`src/rtl/vramp_guard.sv`:
```
module vramp_guard #(
  parameter int CODE_W    = 9,
  parameter int TEMP_W    = 8,
  parameter int STEP      = 2,
  parameter int INIT_CODE = 250,
  parameter int V_LO      = 230,
  parameter int V_HI      = 260,
  parameter int T_LO      = 24,
  parameter int T_HI      = 194
) (
  input  logic              clk,
  input  logic              rst_n,
  input  logic              start,
  input  logic [CODE_W-1:0] target,
  input  logic [CODE_W-1:0] v_meas,
  input  logic [TEMP_W-1:0] t_meas,
  input  logic              step_ack,
  output logic [CODE_W-1:0] set_code,
  output logic              step_req,
  output logic              done,
  output logic              fail,
  output logic [1:0]        fail_why
);
  localparam logic [CODE_W-1:0] STEP_C = CODE_W'(STEP);
  localparam logic [CODE_W-1:0] INIT_C = CODE_W'(INIT_CODE);
  localparam logic [CODE_W-1:0] VLO_C  = CODE_W'(V_LO);
  localparam logic [CODE_W-1:0] VHI_C  = CODE_W'(V_HI);
  localparam logic [TEMP_W-1:0] TLO_C  = TEMP_W'(T_LO);
  localparam logic [TEMP_W-1:0] THI_C  = TEMP_W'(T_HI);

  typedef enum logic [1:0] {S_START, S_RAMP, S_PARK, S_SAFE} phase_t;
  phase_t            phase;
  logic [CODE_W-1:0] tgt;

  logic              going_up;
  logic [CODE_W-1:0] gap, stride, stepped;
  logic              v_bad, t_bad;

  assign going_up = tgt > set_code;
  assign gap      = going_up ? tgt - set_code : set_code - tgt;
  assign stride   = (gap > STEP_C) ? STEP_C : gap;
  assign stepped  = going_up ? set_code + stride : set_code - stride;

  assign v_bad = (v_meas < VLO_C) || (v_meas > VHI_C);
  assign t_bad = (t_meas < TLO_C) || (t_meas > THI_C);

  assign step_req = (phase == S_RAMP) && (set_code != tgt);
  assign done     = (phase == S_SAFE);

  always_ff @(posedge clk) begin
    if (!rst_n) begin
      phase    <= S_START;
      tgt      <= INIT_C;
      set_code <= INIT_C;
      fail     <= 1'b0;
      fail_why <= 2'b00;
    end else begin
      fail <= 1'b0;
      case (phase)
        S_START: if (start) begin
          tgt      <= target;
          fail_why <= 2'b00;
          phase    <= S_RAMP;
        end
        S_RAMP: begin
          if (set_code == tgt) phase <= S_PARK;
          else if (step_ack)   set_code <= stepped;
        end
        S_PARK: begin
          if (v_bad) begin
            fail     <= 1'b1;
            fail_why <= 2'b01;
            phase    <= S_START;
          end else if (t_bad) begin
            fail     <= 1'b1;
            fail_why <= 2'b10;
            phase    <= S_START;
          end else begin
            phase <= S_SAFE;
          end
        end
        default: phase <= S_START;
      endcase
    end
  end
endmodule


```
`config.mk`:
```
export PLATFORM = sky130hd
export DESIGN_NAME = vramp_guard
export DESIGN_NICKNAME = d
export VERILOG_FILES = /design/src/rtl/vramp_guard.sv
export SDC_FILE = /design/constraint.sdc
export NUM_CORES = 1
export LEC_CHECK = 0
export ABC_CLOCK_PERIOD_IN_PS = 10150
export BUFFER_PORTS_ARGS = -buffer_cell sky130_fd_sc_hd__clkbuf_2
export CAP_MARGIN = 20
export CORE_MARGIN = 3
export CORE_UTILIZATION = 50
export CTS_BUF_LIST = sky130_fd_sc_hd__clkbuf_2 sky130_fd_sc_hd__clkbuf_4 sky130_fd_sc_hd__clkbuf_8
export CTS_CLUSTER_SIZE = 16
export DETAILED_ROUTE_END_ITERATION = 8
export GPL_TIMING_DRIVEN = 0
export PLACE_DENSITY_LB_ADDON = 0.12
export SLEW_MARGIN = 20
export SYNTH_ARGS = -nofsm -noshare
export SYNTH_HDL_FRONTEND = slang
export SYNTH_SLANG_ARGS = --single-unit
```
`constraint.sdc`:
```
create_clock -name clk -period 10.15 [get_ports clk]
set_clock_uncertainty 0.15 [all_clocks]
set_input_delay 2.03 -clock clk [delete_from_list [all_inputs] [get_ports clk]]
set_output_delay 2.03 -clock clk [all_outputs]
set_load 0.02 [all_outputs]
```
==> impl_metrics.sql, run 1 <==
INSERT INTO impl_metrics (metric_group, metric, value, unit) VALUES
('route', 'wl_per_cell', '14.41', 'um'),
('cts', 'cts-buffers-inserted', '3', ''),
('timing', 'final.period_utilization', '53.22', '%'),
('synth', 'syn-cell-area', '2352', 'um2'),
('job', 'max_cap_violations', '0', ''),
('cts', 'tritoncts_num_sinks', '23', ''),
('setup_path', 'critical_path.max_stage_delay', '0.55', 'ns'),
('placement', 'final_weighted_congestion_in_routability_driven_placement', '0.8454', ''),
('setup_path', 'required', '10.20', 'ns'),
('setup_path', 'cpLargestDelayFamily', 'compound AO/OA/AOI/OAI gates', ''),
('synth', 'share_of_synthesized_cell_area_in_full_adder_half_adder_and_majority_cells', '16.38', '%'),
('setup_path', 'timing_worst_setup_path_type', 'reg -> reg', ''),
('timing', 'worst-slew-pin-transition', '0.5529', 'ns'),
('synth', 'synth_flop_cell', 'sky130_fd_sc_hd__dfxtp_1', ''),
('worst_hold_path', 'timing.hold.worst.class', 'reg -> reg', ''),
('grt', 'grt_antenna_before_repair', '0', ''),
('placement', 'dpl-instance-area', '2633', 'um2'),
('setup_path', 'timing.critical_path.from_type', 'register', ''),
('synth', 'main_combinational_cell_family_by_area_after_synthesis', 'compound AO/OA/AOI/OAI gates', ''),
('timing', 'timing.fmax', '185.1', 'MHz'),
('setup_path', 'critPathMaxFanout', '5', ''),
('setup_path', 'timing.critical_path.slowest_stage_cell', 'sky130_fd_sc_hd__a2111oi_0', ''),
('die', 'initial_cell_density_of_the_core', '52.93', '%'),
('die', 'core', '4444', 'um2'),
('power_and_ir_drop', 'vdd_ir_drop_max', '0.1434', 'mV'),
('cts', 'ctsRootBufferMaster', 'sky130_fd_sc_hd__clkbuf_8', ''),
('synth', 'syn_nets', '353', ''),
('synth', 'synth.yosys.seq_area_share', '19.57', '%'),
('grt', 'global_route.usage.total', '21.78', '%'),
('die', 'die_height', '74.59', 'um'),
('grt', 'grt_overflow_total', '0', ''),
('die', 'floorplan.io_pins', '44', ''),
('timing', 'rsz0062_at_grt', 'no', ''),
('route', 'routed_wirelength', '5662', 'um'),
('timing', 'slew_headroom', '62.19', '%'),
('synth', 'synth_simple_gate_area_share', '22.66', '%'),
('route', 'drt-initial-drc-count', '106', ''),
('timing', 'tns_setup', '0', 'ns'),
('grt', 'maximum_number_of_pins_on_one_net_before_global_route_repair', '13', ''),
('outcome', 'outcome', 'complete, no violations', ''),
('placement', 'io_buffer_count', '43', ''),
('finish', 'layout-drive-gt1-share', '20.82', '%'),
('cts', 'cts-resized-gates', '0', ''),
('synth', 'synth-async-reset-ratio', '0', '%'),
('synth', 'synth_compound_gate_area_share', '28.83', '%'),
('timing', 'final_max_slew_viol_count', '0', ''),
('setup_path', 'timing.critical_path.arrival', '5.46', 'ns'),
('route', 'detail_route.vias_per_cell', '5.700', ''),
('timing', 'min_period', '5.401', 'ns'),
('synth', 'syn_avg_cell_area', '8.001', 'um2'),
('setup_path', 'critical_path_buf_inv_count', '1', ''),
('finish', 'n_antenna_cell', '0', ''),
('power_and_ir_drop', 'leak', '0.001250', 'uW'),
('placement', 'hpwl', '4632', 'um'),
('finish', 'finish.net_count', '401', ''),
('synth', 'post_synth_num_cell_types', '64', ''),
('cts', 'clk_pin_slew', '0.08', 'ns'),
('grt', 'first_global_vias', '2063', ''),
('cts', 'clock_path_buffers', '2', ''),
('cts', 'setup_bufs_post_cts', '0', ''),
('synth', 'synth_edf_count', '0', ''),
('die', 'area_of_the_die', '5564', 'um2'),
('grt', 'grt_first_pass_wirelength', '9535', 'um'),
('synth', 'post_synth_mux_area_share', '1.755', '%'),
('route', 'vias', '2240', ''),
('cts', 'cts.hold.buffers_added', '0', ''),
('synth', 'synthXorXnorAreaFrac', '3.351', '%'),
('die', 'die_w', '74.59', 'um'),
('synth', 'ys_ff_latch', '23', ''),
('finish', 'fin_area', '2681', 'um2'),
('setup_path', 'worstPathCellList', 'inv_1 > ha_1 > nor2b_1 > o2111ai_1 > a21o_1 > a21oi_1 > o21ai_0 > a2111oi_2 > nand3_1 > ha_1 > nand2b_1 > o31ai_1 > fa_1 > a21o_1 > a21oi_1 > o21bai_1 > a2111oi_0 > nor3_1 > o21ai_0 > mux2i_1', '');
power breakdown:
part	internal, uW	switching, uW
clock network	30.7	30.1
registers	101	12.1
logic	196	269
total	328	311
cell type report:
class                   instances  area [um2]
fillers                       437        1763
multi-input cells             233        1717
flip-flops and latches         23       460.4
repair buffers                 43       215.2
inverters                      24       90.09
plain buffers                  14       85.08
well taps                      52       65.06
clock buffers                   4       48.80
synthesized netlist by cell type, drive strengths merged (7+ instances only):
| library cell | number | share of area, % |
|---|---|---|
| nand2 | 39 | 6.5 |
| ha | 26 | 14 |
| dfxtp | 23 | 20 |
| inv | 23 | 3.7 |
| a21oi | 21 | 4.8 |
| o211ai | 16 | 5.3 |
| nor2 | 14 | 2.2 |
| o21ai | 11 | 2.3 |
| a211oi | 8 | 3.0 |
| buf | 7 | 2.5 |
| clkbuf | 7 | 1.1 |
sequential cells by signal, indices dropped and copies added, names as in the netlist:
name,cells
set_code,9
tgt,9
fail_why,2
phase,2
fail,1
metal layers:
layer	track usage, %	vias up	share of wire [%]
met4	6.917	0	1.7
met5	0	-	0
met1	30.81	1001	47
li1	-	1173	-
met2	34.93	57	46
met3	1.892	9	4.8
path summary, 6_finish.rpt:
kind / start / to / slack (ns) / depth (start not counted)
setup / recovery: set_code[1]$_SDFFE_PN1P_ / set_code[8]$_SDFFE_PN0P_ / 4.75 / 20
hold / removal: fail_why[1]$_SDFFE_PN0P_ / fail_why[1]$_SDFFE_PN0P_ / 0.32 / 2
setup reg to reg: set_code[1]$_SDFFE_PN1P_ / set_code[8]$_SDFFE_PN0P_ / 4.75 / 20
hold reg to reg: fail_why[1]$_SDFFE_PN0P_ / fail_why[1]$_SDFFE_PN0P_ / 0.32 / 2
worst register-to-register path, stage by stage (launching register included):
cell and delay [ns]:
sky130_fd_sc_hd__dfxtp_1 0.46, sky130_fd_sc_hd__inv_1 0.17, sky130_fd_sc_hd__ha_1 0.37, sky130_fd_sc_hd__nor2b_1 0.14, sky130_fd_sc_hd__o2111ai_1 0.21, sky130_fd_sc_hd__a21o_1 0.25, sky130_fd_sc_hd__a21oi_1 0.36, sky130_fd_sc_hd__o21ai_0 0.16
sky130_fd_sc_hd__a2111oi_2 0.38, sky130_fd_sc_hd__nand3_1 0.12, sky130_fd_sc_hd__ha_1 0.29, sky130_fd_sc_hd__nand2b_1 0.10, sky130_fd_sc_hd__o31ai_1 0.12, sky130_fd_sc_hd__fa_1 0.45, sky130_fd_sc_hd__a21o_1 0.19, sky130_fd_sc_hd__a21oi_1 0.23
sky130_fd_sc_hd__o21bai_1 0.12, sky130_fd_sc_hd__a2111oi_0 0.55, sky130_fd_sc_hd__nor3_1 0.10, sky130_fd_sc_hd__o21ai_0 0.22, sky130_fd_sc_hd__mux2i_1 0.19
cells in the final DEF (no fill, tap or decap), types with 2 or more instances in the layout:
cell type                   count
sky130_fd_sc_hd__a21oi_2        2
sky130_fd_sc_hd__a31oi_1        2
sky130_fd_sc_hd__xnor2_1        5
sky130_fd_sc_hd__o21a_1         2
sky130_fd_sc_hd__dfxtp_1       23
sky130_fd_sc_hd__o21ai_0       11
sky130_fd_sc_hd__and2_1         5
sky130_fd_sc_hd__a211o_1        3
sky130_fd_sc_hd__o31ai_1        2
sky130_fd_sc_hd__nand4_1        2
sky130_fd_sc_hd__clkbuf_1       7
sky130_fd_sc_hd__fa_1           3
sky130_fd_sc_hd__a211oi_2       2
sky130_fd_sc_hd__a21o_1         4
sky130_fd_sc_hd__clkbuf_2      43
sky130_fd_sc_hd__and3_1         4
sky130_fd_sc_hd__nor2_1        14
sky130_fd_sc_hd__xor2_1         4
sky130_fd_sc_hd__buf_6          3
sky130_fd_sc_hd__nor4_1         2
sky130_fd_sc_hd__buf_4          2
sky130_fd_sc_hd__a41o_1         3
sky130_fd_sc_hd__mux2i_1        3
sky130_fd_sc_hd__nand3b_1       6
sky130_fd_sc_hd__nor2b_1        4
sky130_fd_sc_hd__ha_1          26
sky130_fd_sc_hd__a211oi_1       6
sky130_fd_sc_hd__nand2_1       38
sky130_fd_sc_hd__o21bai_1       2
sky130_fd_sc_hd__inv_1         23
sky130_fd_sc_hd__a2111oi_0      2
sky130_fd_sc_hd__a21oi_1       19
sky130_fd_sc_hd__nand3_1        5
sky130_fd_sc_hd__buf_2          2
sky130_fd_sc_hd__nand2b_1       4
sky130_fd_sc_hd__o211ai_1      15
sky130_fd_sc_hd__nor3_1         3
sky130_fd_sc_hd__or2_2          2
sky130_fd_sc_hd__clkbuf_8       3
sky130_fd_sc_hd__o2111ai_1      3
metrics by stage:
step                      util, %  setup slack, ns  hold slack [ns]  power, uW  std cells
after CTS                   60.33            4.723           0.3282      636.7        393
final                       60.33            4.749           0.3242      639.0        393
after global routing        60.33            4.197           0.3588      702.9        393
after global placement      59.23            4.791           0.3101      566.2        389
after detailed placement    59.23            4.762           0.3150      571.9        389
after floorplan                 -            5.131           0.2900      483.6        294
cell families (layout without fill, tap and decap cells):
logic type / Yosys count / after routing
compound gates: 92 / 92
flops: 23 / 23
fa+ha+maj: 29 / 29
simple gates: 99 / 99
xor+xnor: 9 / 9
buf+inv: 38 / 85
mux: 4 / 4
Note: power is estimated with default switching activity, not from simulation.
==> run 2: changes to the inputs <==
--- a/config.mk
+++ b/config.mk
@@ -5,7 +5,8 @@
 export SDC_FILE = /design/constraint.sdc
 export NUM_CORES = 1
 export LEC_CHECK = 0
-export ABC_CLOCK_PERIOD_IN_PS = 10150
+export ABC_AREA = 1
+export ABC_CLOCK_PERIOD_IN_PS = 5300
 export BUFFER_PORTS_ARGS = -buffer_cell sky130_fd_sc_hd__clkbuf_2
 export CAP_MARGIN = 20
 export CORE_MARGIN = 3
==> constraint.sdc (replaced) <==
create_clock -name clk -period 5.3 [get_ports clk]
set_clock_uncertainty 0.15 [all_clocks]
set_input_delay 1.06 -clock clk [delete_from_list [all_inputs] [get_ports clk]]
set_output_delay 1.06 -clock clk [all_outputs]
set_load 0.02 [all_outputs]
==> run 2 against run 1 <==
Net effect:
- sequential power rose by 95%
- worst setup slack got worse by 3.7 ns
- flip-flop and latch count did not move
- critical path depth rose by 8
- die area rose by 4.9%
- sequential share of layout area fell by 0.84 points
- routed wire length rose by 2.5%
- synthesized area rose by 5.4%
- maximum frequency rose by 27%
- first-iteration DRC count rose by 12%
- utilization rose by 1.4 points
- count of clock-buffer cells in the layout fell by 1
==> impl_metrics.sql, run 2 <==
INSERT INTO impl_metrics (metric_group, metric, value, unit) VALUES
('route', 'routed_wirelength', '5806', 'um'),
('die', 'floorplan.rows', '24', ''),
('synth', 'synth.yosys.seq_area_share', '18.58', '%'),
('power_and_ir_drop', 'cellPowerDensity', '488.2', 'nW/um2'),
('cts', 'cts-buffers-inserted', '3', ''),
('finish', 'reg_top3', 'set_code: 9 flops, tgt: 9 flops', ''),
('synth', 'syn-cell-area', '2479', 'um2'),
('setup_path', 'critPathMaxFanout', '10', ''),
('synth', 'yosys.area.top_type', 'sky130_fd_sc_hd__dfxtp_1', ''),
('setup_path', 'timing.critical_path.from_type', 'register', ''),
('synth', 'synth_edf_count', '0', ''),
('timing', 'rsz0062_at_grt', 'no', ''),
('route', 'remaining_drc_errors', '0', ''),
('synth', 'syn_avg_cell_area', '6.421', 'um2'),
('synth', 'post_synth_num_cell_types', '38', ''),
('finish', 'flow.area_growth_from_synthesis', '13.73', '%'),
('finish', 'multi_input_area', '1692', 'um2'),
('synth', 'post_synth_inst_count', '386', ''),
('die', 'initial_cell_density_of_the_core', '54.30', '%'),
('power_and_ir_drop', 'leak', '0.001591', 'uW'),
('synth', 'synth_flop_cell', 'sky130_fd_sc_hd__dfxtp_1', ''),
('cts', 'cts-htree-levels', '1', ''),
('die', 'die_height', '76.41', 'um'),
('grt', 'grt_overflow_total', '0', ''),
('timing', 'slew_headroom', '64.96', '%'),
('grt', 'grt_antenna_before_repair', '0', ''),
('cts', 'clk_latency', '0.28', 'ns'),
('placement', 'io_buffer_count', '42', ''),
('finish', 'register_area', '460.4', 'um2'),
('grt', 'global_route.usage.total', '21.21', '%'),
('setup_path', 'required', '5.36', 'ns'),
('cts', 'ctsRootBufferMaster', 'sky130_fd_sc_hd__clkbuf_8', ''),
('setup_path', 'timing.critical_path.slowest_stage_cell', 'sky130_fd_sc_hd__fa_1', ''),
('cts', 'setup_bufs_post_cts', '0', ''),
('setup_path', 'crit_path_frequent_cell', 'sky130_fd_sc_hd__nand2_1', ''),
('synth', 'synthDominantCellAreaShare', '18.58', '%'),
('cts', 'clk_pin_slew', '0.10', 'ns'),
('setup_path', 'timing.critical_path.arrival', '4.31', 'ns'),
('synth', 'ys_ff_latch', '23', ''),
('timing', 'worst-slew-pin-transition', '0.5123', 'ns'),
('finish', 'mostFrequentLayoutCell', 'sky130_fd_sc_hd__nand2_1', ''),
('finish', 'n_antenna_cell', '0', ''),
('finish', 'layout-drive-gt1-share', '18.75', '%'),
('placement', 'final_weighted_congestion_in_routability_driven_placement', '0.8794', ''),
('finish', 'final_cell_count_no_fill', '497', ''),
('setup_path', 'worstSetupEndpointType', 'register', ''),
('route', 'drt_pass1_iterations', '4', ''),
('worst_hold_path', 'timing.hold.worst.class', 'reg -> reg', ''),
('timing', 'min_period', '4.245', 'ns'),
('die', 'area_of_the_die', '5838', 'um2'),
('finish', 'final_cell_mix', '109 x sky130_fd_sc_hd__nand2_1, 68 x sky130_fd_sc_hd__inv_1, 42 x sky130_fd_sc_hd__clkbuf_2, 32 x sky130_fd_sc_hd__nand3_1, 26 x sky130_fd_sc_hd__ha_1', ''),
('timing', 'timing.fmax', '235.6', 'MHz'),
('timing', 'final.period_utilization', '80.10', '%'),
('job', 'max_cap_violations', '0', ''),
('setup_path', 'critical_path.max_stage_delay', '0.46', 'ns'),
('synth', 'synth-async-reset-ratio', '0', '%'),
('cts', 'cts_tree', 'done', ''),
('synth', 'yosys_warnings', '0', ''),
('grt', 'grt_first_pass_wirelength', '10520', 'um'),
('synth', 'synth.top_cells.by_count', '109 x sky130_fd_sc_hd__nand2_1, 68 x sky130_fd_sc_hd__inv_1, 32 x sky130_fd_sc_hd__nand3_1', ''),
('timing', 'setup-violations-final', '0', ''),
('cts', 'tritoncts_num_sinks', '23', ''),
('die', 'floorplan.io_pins', '44', ''),
('placement', 'hpwl', '4932', 'um'),
('grt', 'maximum_number_of_pins_on_one_net_before_global_route_repair', '15', ''),
('timing', 'final_max_slew_viol_count', '0', ''),
('outcome', 'outcome', 'complete, no violations', ''),
('setup_path', 'timing_worst_setup_path_type', 'reg -> reg', ''),
('timing', 'hold_viol', '0', ''),
('finish', 'fillers', '473', ''),
('grt', 'first_global_vias', '2447', ''),
('route', 'wl_per_cell', '11.68', 'um'),
('die', 'core', '4564', 'um2'),
('route', 'drt_antenna_net_count', '0', ''),
('synth', 'yosysMostFrequentCell', 'sky130_fd_sc_hd__nand2_1', ''),
('synth', 'netlist_top_cells_area', 'sky130_fd_sc_hd__dfxtp_1 19%, sky130_fd_sc_hd__nand2_1 17%, sky130_fd_sc_hd__ha_1 13%', ''),
('timing', 'tns_setup', '0', 'ns'),
('power_and_ir_drop', 'vdd_ir_drop_max', '0.2511', 'mV'),
('cts', 'cts.hold.buffers_added', '0', ''),
('synth', 'syn_nets', '445', ''),
('cts', 'clock_path_buffers', '2', ''),
('route', 'drt-initial-drc-count', '119', ''),
('finish', 'finish.net_count', '492', ''),
('route', 'detail_route.vias_per_cell', '4.968', ''),
('placement', 'dp_cells', '493', ''),
('cts', 'cts-resized-gates', '0', ''),
('route', 'vias', '2469', ''),
('finish', 'final_core_util', '61.76', '%'),
('die', 'die_w', '76.41', 'um');
[run 2: cell count changes in the layout (fill, tap and decap cells not counted), moves of 5 or more]
cell	before	now
sky130_fd_sc_hd__nand2_1	38	109
sky130_fd_sc_hd__inv_2	0	5
sky130_fd_sc_hd__inv_1	23	68
sky130_fd_sc_hd__nand2_2	0	9
sky130_fd_sc_hd__and2_1	5	0
sky130_fd_sc_hd__a211oi_1	6	0
sky130_fd_sc_hd__o211ai_1	15	9
sky130_fd_sc_hd__nand3_1	5	32
[run 2: worst paths after layout]
path / startpoint / end / slack, ns / cells past startpoint
max reg2reg: set_code[1]$_SDFFE_PN1P_ / set_code[6]$_SDFFE_PN1P_ / 1.05 / 28
min reg2reg: fail_why[1]$_SDFFE_PN0P_ / fail_why[1]$_SDFFE_PN0P_ / 0.31 / 2
min: fail_why[1]$_SDFFE_PN0P_ / fail_why[1]$_SDFFE_PN0P_ / 0.31 / 2
max: set_code[1]$_SDFFE_PN1P_ / set_code[6]$_SDFFE_PN1P_ / 1.05 / 28
[run 2: final cells by class]
class                           instances  area share, %
Buffer                                  7          1.731
Timing Repair Buffer                   42          7.457
Sequential cell                        23          16.33
Inverter                               74          9.854
Multi-Input combinational cell        282          60.01
Clock buffer                            3          1.465
Tap cell                               65          2.885
Clock inverter                          1         0.2663
[run 2: cells by family after synthesis]
| kind of cell | after synthesis | synth area share, % |
|---|---|---|
| simple gates | 193 | 37.20 |
| flops | 23 | 18.58 |
| xor+xnor | 10 | 3.534 |
| compound gates | 50 | 11.96 |
| buf+inv | 81 | 13.18 |
| fa+ha+maj | 29 | 15.55 |
[run 2: power by group]
group	switching [uW]	internal, uW
registers	21.7	198
logic	662	379
clock network	62.0	53.3
total	746	630
[run 2: worst max-delay path, delay by kind of cell (launching register included)]
kind | cells | cell delay, ns
AND/OR/NAND/NOR | 18 | 1.58
adder cells (fa/ha/maj) | 3 | 1.16
AO/OA/AOI/OAI | 3 | 0.36
flip-flops | 1 | 0.45
buffers and inverters | 4 | 0.48
[run 2: metrics by stage]
stage | setup slack [ns] | power [uW] | hold WS, ns | cell area, um2
6_report | 1.055 | 1376 | 0.3082 | 2819
5_1_grt | 0.6085 | 1558 | 0.3608 | 2819
2_1_floorplan | 1.397 | 1067 | 0.3014 | 2479
3_3_place_gp | 1.095 | 1248 | 0.2929 | 2770
3_5_place_dp | 1.071 | 1266 | 0.2946 | 2770
4_1_cts | 1.036 | 1382 | 0.3115 | 2819
[run 2: per-layer routing]
layer	wire (um)	part of all wire [%]	global-route usage, %	up-vias
li1	-	-	-	1316
met1	2807	48	27.88	1099
met2	2706	47	37.17	44
met3	192	3.3	1.537	10
met4	98	1.7	5.797	0
met5	0	0	0	-
